--- src/rtl/pim_pkg.sv ---
package pim_pkg;

    localparam int unsigned HZ_PER_MHZ = 1_000_000;

    // Gate state of the interval counter
    typedef enum logic {
        GATE_IDLE = 1'b0,
        GATE_OPEN = 1'b1
    } gate_state_e;

    // Per-sample status carried alongside the sample value
    typedef struct packed {
        logic valid;
        logic missed;
        logic near;
    } smp_flags_t;

    // Count that corresponds to one microsecond of the count clock
    function automatic int unsigned near_limit(input int unsigned clk_hz);
        return clk_hz / HZ_PER_MHZ;
    endfunction

endpackage

--- src/rtl/pim_edge_sync.sv ---
module pim_edge_sync #(
    parameter int STAGES = 2
) (
    input  logic clk,
    input  logic rst,
    input  logic din,
    input  logic pol,
    output logic rise
);
    // chain[STAGES-1] is the synchronized level, chain[STAGES] its history
    logic [STAGES:0] chain;

    always_ff @(posedge clk) begin
        if (rst) chain <= '0;
        else     chain <= {chain[STAGES-1:0], din};
    end

    // Polarity is applied to both taps, so a polarity change alone never
    // looks like an edge
    assign rise = (chain[STAGES-1] ^ pol) & ~(chain[STAGES] ^ pol);
endmodule

--- src/rtl/pim_gate_ctr.sv ---
module pim_gate_ctr
    import pim_pkg::*;
#(
    parameter int          CNT_W    = 24,
    parameter int unsigned NEAR_LIM = 16
) (
    input  logic             clk,
    input  logic             rst,
    input  logic             ref_rise,
    input  logic             dut_rise,
    input  logic [CNT_W-1:0] offset,
    output logic             gate_open,
    output smp_flags_t       flags,
    output logic [CNT_W-1:0] smp_value
);
    localparam logic [CNT_W-1:0] NEAR_V = CNT_W'(NEAR_LIM);
    localparam logic [CNT_W-1:0] ONE_V  = CNT_W'(1);

    gate_state_e      st;
    logic [CNT_W-1:0] cnt;
    logic [CNT_W-1:0] cnt_inc;
    logic [CNT_W-1:0] raw_sel;
    logic             emit;

    assign cnt_inc   = cnt + ONE_V;
    assign gate_open = (st == GATE_OPEN);
    // Count for a closing edge: both edges together give zero
    assign raw_sel   = gate_open ? cnt_inc : '0;
    assign emit      = dut_rise & (gate_open | ref_rise);

    always_ff @(posedge clk) begin
        if (rst) begin
            st        <= GATE_IDLE;
            cnt       <= '0;
            smp_value <= '0;
            flags     <= '0;
        end else begin
            flags.valid  <= 1'b0;
            flags.missed <= 1'b0;
            if (emit) begin
                flags.valid <= 1'b1;
                flags.near  <= (raw_sel < NEAR_V);
                smp_value   <= raw_sel - offset;
            end
            unique case (st)
                GATE_IDLE: begin
                    if (ref_rise) begin
                        cnt <= '0;
                        if (!dut_rise) st <= GATE_OPEN;
                    end
                end
                GATE_OPEN: begin
                    if (dut_rise) begin
                        cnt <= '0;
                        if (!ref_rise) st <= GATE_IDLE;
                    end else if (ref_rise) begin
                        flags.missed <= 1'b1;
                        cnt          <= '0;
                    end else begin
                        cnt <= cnt_inc;
                    end
                end
                default: st <= GATE_IDLE;
            endcase
        end
    end
endmodule

--- src/rtl/pim_accum.sv ---
module pim_accum #(
    parameter int CNT_W = 24,
    parameter int ACC_W = 32,
    parameter int NS_W  = 9
) (
    input  logic             clk,
    input  logic             rst,
    input  logic             smp_valid,
    input  logic [CNT_W-1:0] smp_value,
    input  logic [NS_W-1:0]  nsamp,
    output logic [ACC_W-1:0] sum_out,
    output logic             sum_valid
);
    logic [NS_W-1:0]  n;
    logic [NS_W:0]    n_next;
    logic [NS_W:0]    tgt;
    logic [ACC_W-1:0] acc;
    logic [ACC_W-1:0] acc_next;

    assign n_next   = {1'b0, n} + (NS_W+1)'(1);
    assign tgt      = (nsamp == '0) ? (NS_W+1)'(1) : {1'b0, nsamp};
    assign acc_next = acc + ACC_W'(smp_value);

    always_ff @(posedge clk) begin
        if (rst) begin
            n         <= '0;
            acc       <= '0;
            sum_out   <= '0;
            sum_valid <= 1'b0;
        end else begin
            sum_valid <= 1'b0;
            if (smp_valid) begin
                if (n_next >= tgt) begin
                    sum_out   <= acc_next;
                    sum_valid <= 1'b1;
                    acc       <= '0;
                    n         <= '0;
                end else begin
                    acc <= acc_next;
                    n   <= n_next[NS_W-1:0];
                end
            end
        end
    end
endmodule

--- src/rtl/pps_interval_meter.sv ---
module pps_interval_meter
    import pim_pkg::*;
#(
    parameter int unsigned CLK_HZ      = 16_000_000,
    parameter int          CNT_W       = 24,
    parameter int          ACC_W       = 32,
    parameter int          MAX_SAMPLES = 256,
    parameter int          SYNC_STAGES = 2,
    localparam int         NS_W        = $clog2(MAX_SAMPLES + 1)
) (
    input  logic             clk,
    input  logic             rst,
    input  logic             ref_pps,
    input  logic             dut_pps,
    input  logic             inv_en,
    input  logic [NS_W-1:0]  nsamp,
    input  logic [CNT_W-1:0] offset,
    output logic [CNT_W-1:0] sample_out,
    output logic             sample_valid,
    output logic             near_zero,
    output logic             missed,
    output logic [ACC_W-1:0] sum_out,
    output logic             sum_valid
);
    localparam int unsigned NEAR_LIM = near_limit(CLK_HZ);
    localparam int          N_CH     = 2;

    logic             inv_act;
    logic             gate_open;
    logic             ref_rise;
    logic             dut_rise;
    logic [N_CH-1:0]  raw_in;
    logic [N_CH-1:0]  pol_in;
    logic [N_CH-1:0]  rise_v;
    smp_flags_t       flags;

    // Channel 0 is the reference (never inverted), channel 1 the device
    assign raw_in = {dut_pps, ref_pps};
    assign pol_in = {inv_act, 1'b0};

    for (genvar g = 0; g < N_CH; g++) begin : g_ch
        pim_edge_sync #(.STAGES(SYNC_STAGES)) u_sync (
            .clk  (clk),
            .rst  (rst),
            .din  (raw_in[g]),
            .pol  (pol_in[g]),
            .rise (rise_v[g])
        );
    end

    assign ref_rise = rise_v[0];
    assign dut_rise = rise_v[1];

    // Polarity is only picked up while no window is running
    always_ff @(posedge clk) begin
        if (rst)             inv_act <= 1'b0;
        else if (!gate_open) inv_act <= inv_en;
    end

    pim_gate_ctr #(.CNT_W(CNT_W), .NEAR_LIM(NEAR_LIM)) u_gate (
        .clk       (clk),
        .rst       (rst),
        .ref_rise  (ref_rise),
        .dut_rise  (dut_rise),
        .offset    (offset),
        .gate_open (gate_open),
        .flags     (flags),
        .smp_value (sample_out)
    );

    assign sample_valid = flags.valid;
    assign near_zero    = flags.near;
    assign missed       = flags.missed;

    pim_accum #(.CNT_W(CNT_W), .ACC_W(ACC_W), .NS_W(NS_W)) u_acc (
        .clk       (clk),
        .rst       (rst),
        .smp_valid (flags.valid),
        .smp_value (sample_out),
        .nsamp     (nsamp),
        .sum_out   (sum_out),
        .sum_valid (sum_valid)
    );
endmodule

--- config.mk ---
export PLATFORM = sky130hd
export DESIGN_NAME = pps_interval_meter
export DESIGN_NICKNAME = d
export VERILOG_FILES = /design/src/rtl/pim_pkg.sv /design/src/rtl/pim_edge_sync.sv /design/src/rtl/pim_gate_ctr.sv /design/src/rtl/pim_accum.sv /design/src/rtl/pps_interval_meter.sv
export SDC_FILE = /design/constraint.sdc
export NUM_CORES = 1
export LEC_CHECK = 0
export CORE_ASPECT_RATIO = 0.9
export CORE_UTILIZATION = 55
export CTS_CLUSTER_DIAMETER = 40
export CTS_CLUSTER_SIZE = 14
export DETAILED_ROUTE_END_ITERATION = 8
export DONT_BUFFER_PORTS = 1
export PLACE_DENSITY_LB_ADDON = 0.25
export RECOVER_POWER = 100
export SETUP_SLACK_MARGIN = 0.4
export SYNTH_ARGS = -nofsm -noshare
export SYNTH_HDL_FRONTEND = slang
export SYNTH_HIERARCHICAL = 1
export SYNTH_SLANG_ARGS = --single-unit
--- constraint.sdc ---
create_clock -name clk -period 10.7 [get_ports clk]
set_clock_uncertainty 0.2 [all_clocks]
set_input_delay 3.21 -clock clk [delete_from_list [all_inputs] [get_ports clk]]
set_output_delay 3.21 -clock clk [all_outputs]
set_load 0.05 [all_outputs]
==> impl_results.md <==
- Main synth FF type: dfxtp_1
- Setup TNS: 0 ns
- Initial antenna violation count: 0
- Max Slew Vio Count: 53
- Max_slew headroom: -51.9%
- Via-to-Cell Ratio: 6.14
- DRT iter0 DRCs: approximately 630
- CTS tree: done
- Number of global-route vias before repair: around 6.9k
- Total Routed Length: between 20000 and 25000 um
- Port-buffer cells: 0
- Max Cap Viol: 2
- Largest net degree at the start of global routing: 119
- Die Y: 121 um
- Lkg Pwr: around 0.0038 uW
- Wire per inst: ~17 um
- Post-CTS sizing: 0
- Arr. time, crit path: ~6.8 ns
- Starting Density: between 50% and 60%
- TritonCTS buffer count: 17
- Placer Congestion: a little over 0.9
- Synth cell types: a little over 80
- Peak supply drop: approximately 0.14 mV
- Failing checks: max-capacitance violations, max-slew violations
- Register area share after synthesis: just over 30%
- Die area: ~16000 sq um
- Io pins: 98
- RSZ-0062 raised after global routing: no
- Syn-to-layout area delta: 8.02%
- CP Launch Type: input port
- Layout cell share with drive strength beyond 1: under 10%
- Rows: 43
- Register bit total from synthesis: approximately 130
- Slowest CP cell: clkbuf_1
- Fin cells: around 1.3k
- Number of enable flip-flop cells after synthesis: 0
- Clk Latency, worst-skew pair: approximately 0.43 ns
- DRT Pass-1 Iters: 5
- Setup WS post-layout: roughly 4 ns
- Clock tree sinks: ~130
- Post-CTS Setup Bufs: 0
- Final hold violations: 0
- Worst Path Max Fanout: 28
- Core area: around 15000 sq um
- Tot GR Track Use: approximately 28%
- Async set or reset register ratio after synthesis: 0%
- Worst slew pin tran: ~2.3 ns
- # H-tree levels: 4
- Most frequent cells in the layout: dfxtp_1, nand2_1, nor2_1, a21oi_1, ha_1
- Post-synthesis instance total: around 1.1k
- Syn. warnings: 6
- CP most frequent cell: o21ai_0
- Commonest non-fill, non-tap cell in the layout: dfxtp_1
- First-pass GRT wire length: around 35000 um
- Die X: 134 um
- Clock root cell: clkbuf_16
- WS Path Type: input port to flop
- Dpl ws: roughly 4.2 ns
- Setup Viol. Count Final: 0
- Pwr dens: about 130 nW/um^2
- Ant. Diodes: 0
- Worst path required time: 10.76 ns
- Clock slew at reported path FFs: 0.06 ns
- Hold buffers post-CTS: 0
- CP Cell Sequence: nor4_1 > a41o_1 > ha_1 > nor2b_1 > o21ai_0 > a31oi_1 > o221ai_1 > o21ai_0 > clkbuf_1 > or4_1 > o211ai_1
- CTS Buffer Depth: 2
- # DRC: 0
- Post-layout power: ~1200 uW
- Status: finished, violations left
- Max Fclk: between 100 and 150 MHz
- GR Overflow Total: 0
- Avg Inst Size Synth: ~8.0 sq um
- Detail Route Antenna Nets: 0
- Layout net count: 1157
- Worst setup EP type: flop
- Min Tclk post-route: around 6.7 ns
- Post-detail-place hpwl: between 15000 and 20000 um
- Mapped cell area: ~8600 sq um
- Fillers: 1397
- Cell Count Post-Placement: around 1.2k
- Worst hold-check path type: flop to flop
- Crit share post-route: 62.9%
- Routed vias: 7795
- Slowest stage delay, CP: 1.02 ns
## path summary, 6_finish.rpt
kind,slack [ns],end,depth (start not counted),startpoint
hold / removal,0.23,g_ch[0].u_sync/chain[1]$_SDFF_PP0_,1,g_ch[0].u_sync/chain[0]$_SDFF_PP0_
hold reg to reg,0.23,g_ch[0].u_sync/chain[1]$_SDFF_PP0_,1,g_ch[0].u_sync/chain[0]$_SDFF_PP0_
setup / recovery,3.96,u_acc/sum_out[30]$_SDFFE_PP0P_,11,nsamp[8]
setup reg to reg,5.84,u_acc/sum_out[30]$_SDFFE_PP0P_,12,u_acc/n[0]$_SDFFE_PP0P_
## worst max-delay path, delay by kind of cell
family | cells | cell delay (ns)
buf+inv | 1 | 1.02
compound gates | 6 | 1.71
fa+ha+maj | 1 | 0.22
simple gates | 3 | 0.62
## cell usage after synthesis (all sizes together) (12+ instances only)
cell type  number  area, sq um
nand4          18          119
buf            13         65.1
a21oi          96          492
clkbuf         39          146
inv            54          203
nor2          115          432
and2           13         81.3
a22oi          35          277
ha             61          763
nand3          46          230
a21o           17          128
or3            12         75.1
xor2           32          280
nor2b          12         75.1
xnor2          34          298
and3           16          100
nand2         116          435
nand2b         12         75.1
nor3           23          125
dfxtp         133         2660
o21ai          39          206
a211oi         17          145
## routing by layer
metal	routed length, um	global-route usage, %
met5	0	0
met2	9640	41.8
met3	1570	8.13
met4	277	8.10
met1	10600	38.3
## cell families (layout without fill, tap and decap cells)
logic type | after synthesis | after routing | synth area share (%)
other cells | 1 | 2 | 0.0435
fa+ha+maj | 64 | 64 | 9.44
buf+inv | 106 | 90 | 4.81
simple gates | 414 | 414 | 23.0
flops | 133 | 133 | 30.9
xor+xnor | 66 | 66 | 6.71
mux | 6 | 6 | 0.755
compound gates | 293 | 293 | 24.3
## cell type report
type,count,area [sq um],share of cell area [%]
Timing Repair Buffer,5,22.5,0.242
Clock inverter,12,178,1.91
Multi-Input combinational cell,845,5540,59.5
Clock buffer,19,453,4.87
Sequential cell,133,2660,28.6
Tap cell,202,253,2.72
Inverter,54,203,2.18
## power by group
part | total (uW) | internal, uW | switching [uW]
Sequential | 508 | 499 | 9.43
Combinational | 50.0 | 17.6 | 32.4
Clock | 631 | 401 | 230
## metrics by stage
step	hold WS [ns]	instance area [sq um]	util [%]
after floorplan	0.214	8620	-
after global placement	0.215	8710	56.8
after detailed placement	0.224	8710	56.8
after CTS	0.238	9340	60.9
after global routing	0.258	9310	60.7
final	0.233	9310	60.7
## state kept, by name (all words and copies together) (netlist names)
signal	count
u_acc/n	9
u_gate/gate_open	1
u_gate/smp_value	24
u_gate/cnt	24
u_acc/acc	32
inv_act	1
g_ch.u_sync/chain	6
u_acc/sum_out	32
u_gate/flags	3
u_acc/sum_valid	1
No activity file was read; power rests on OpenSTA's default activity.
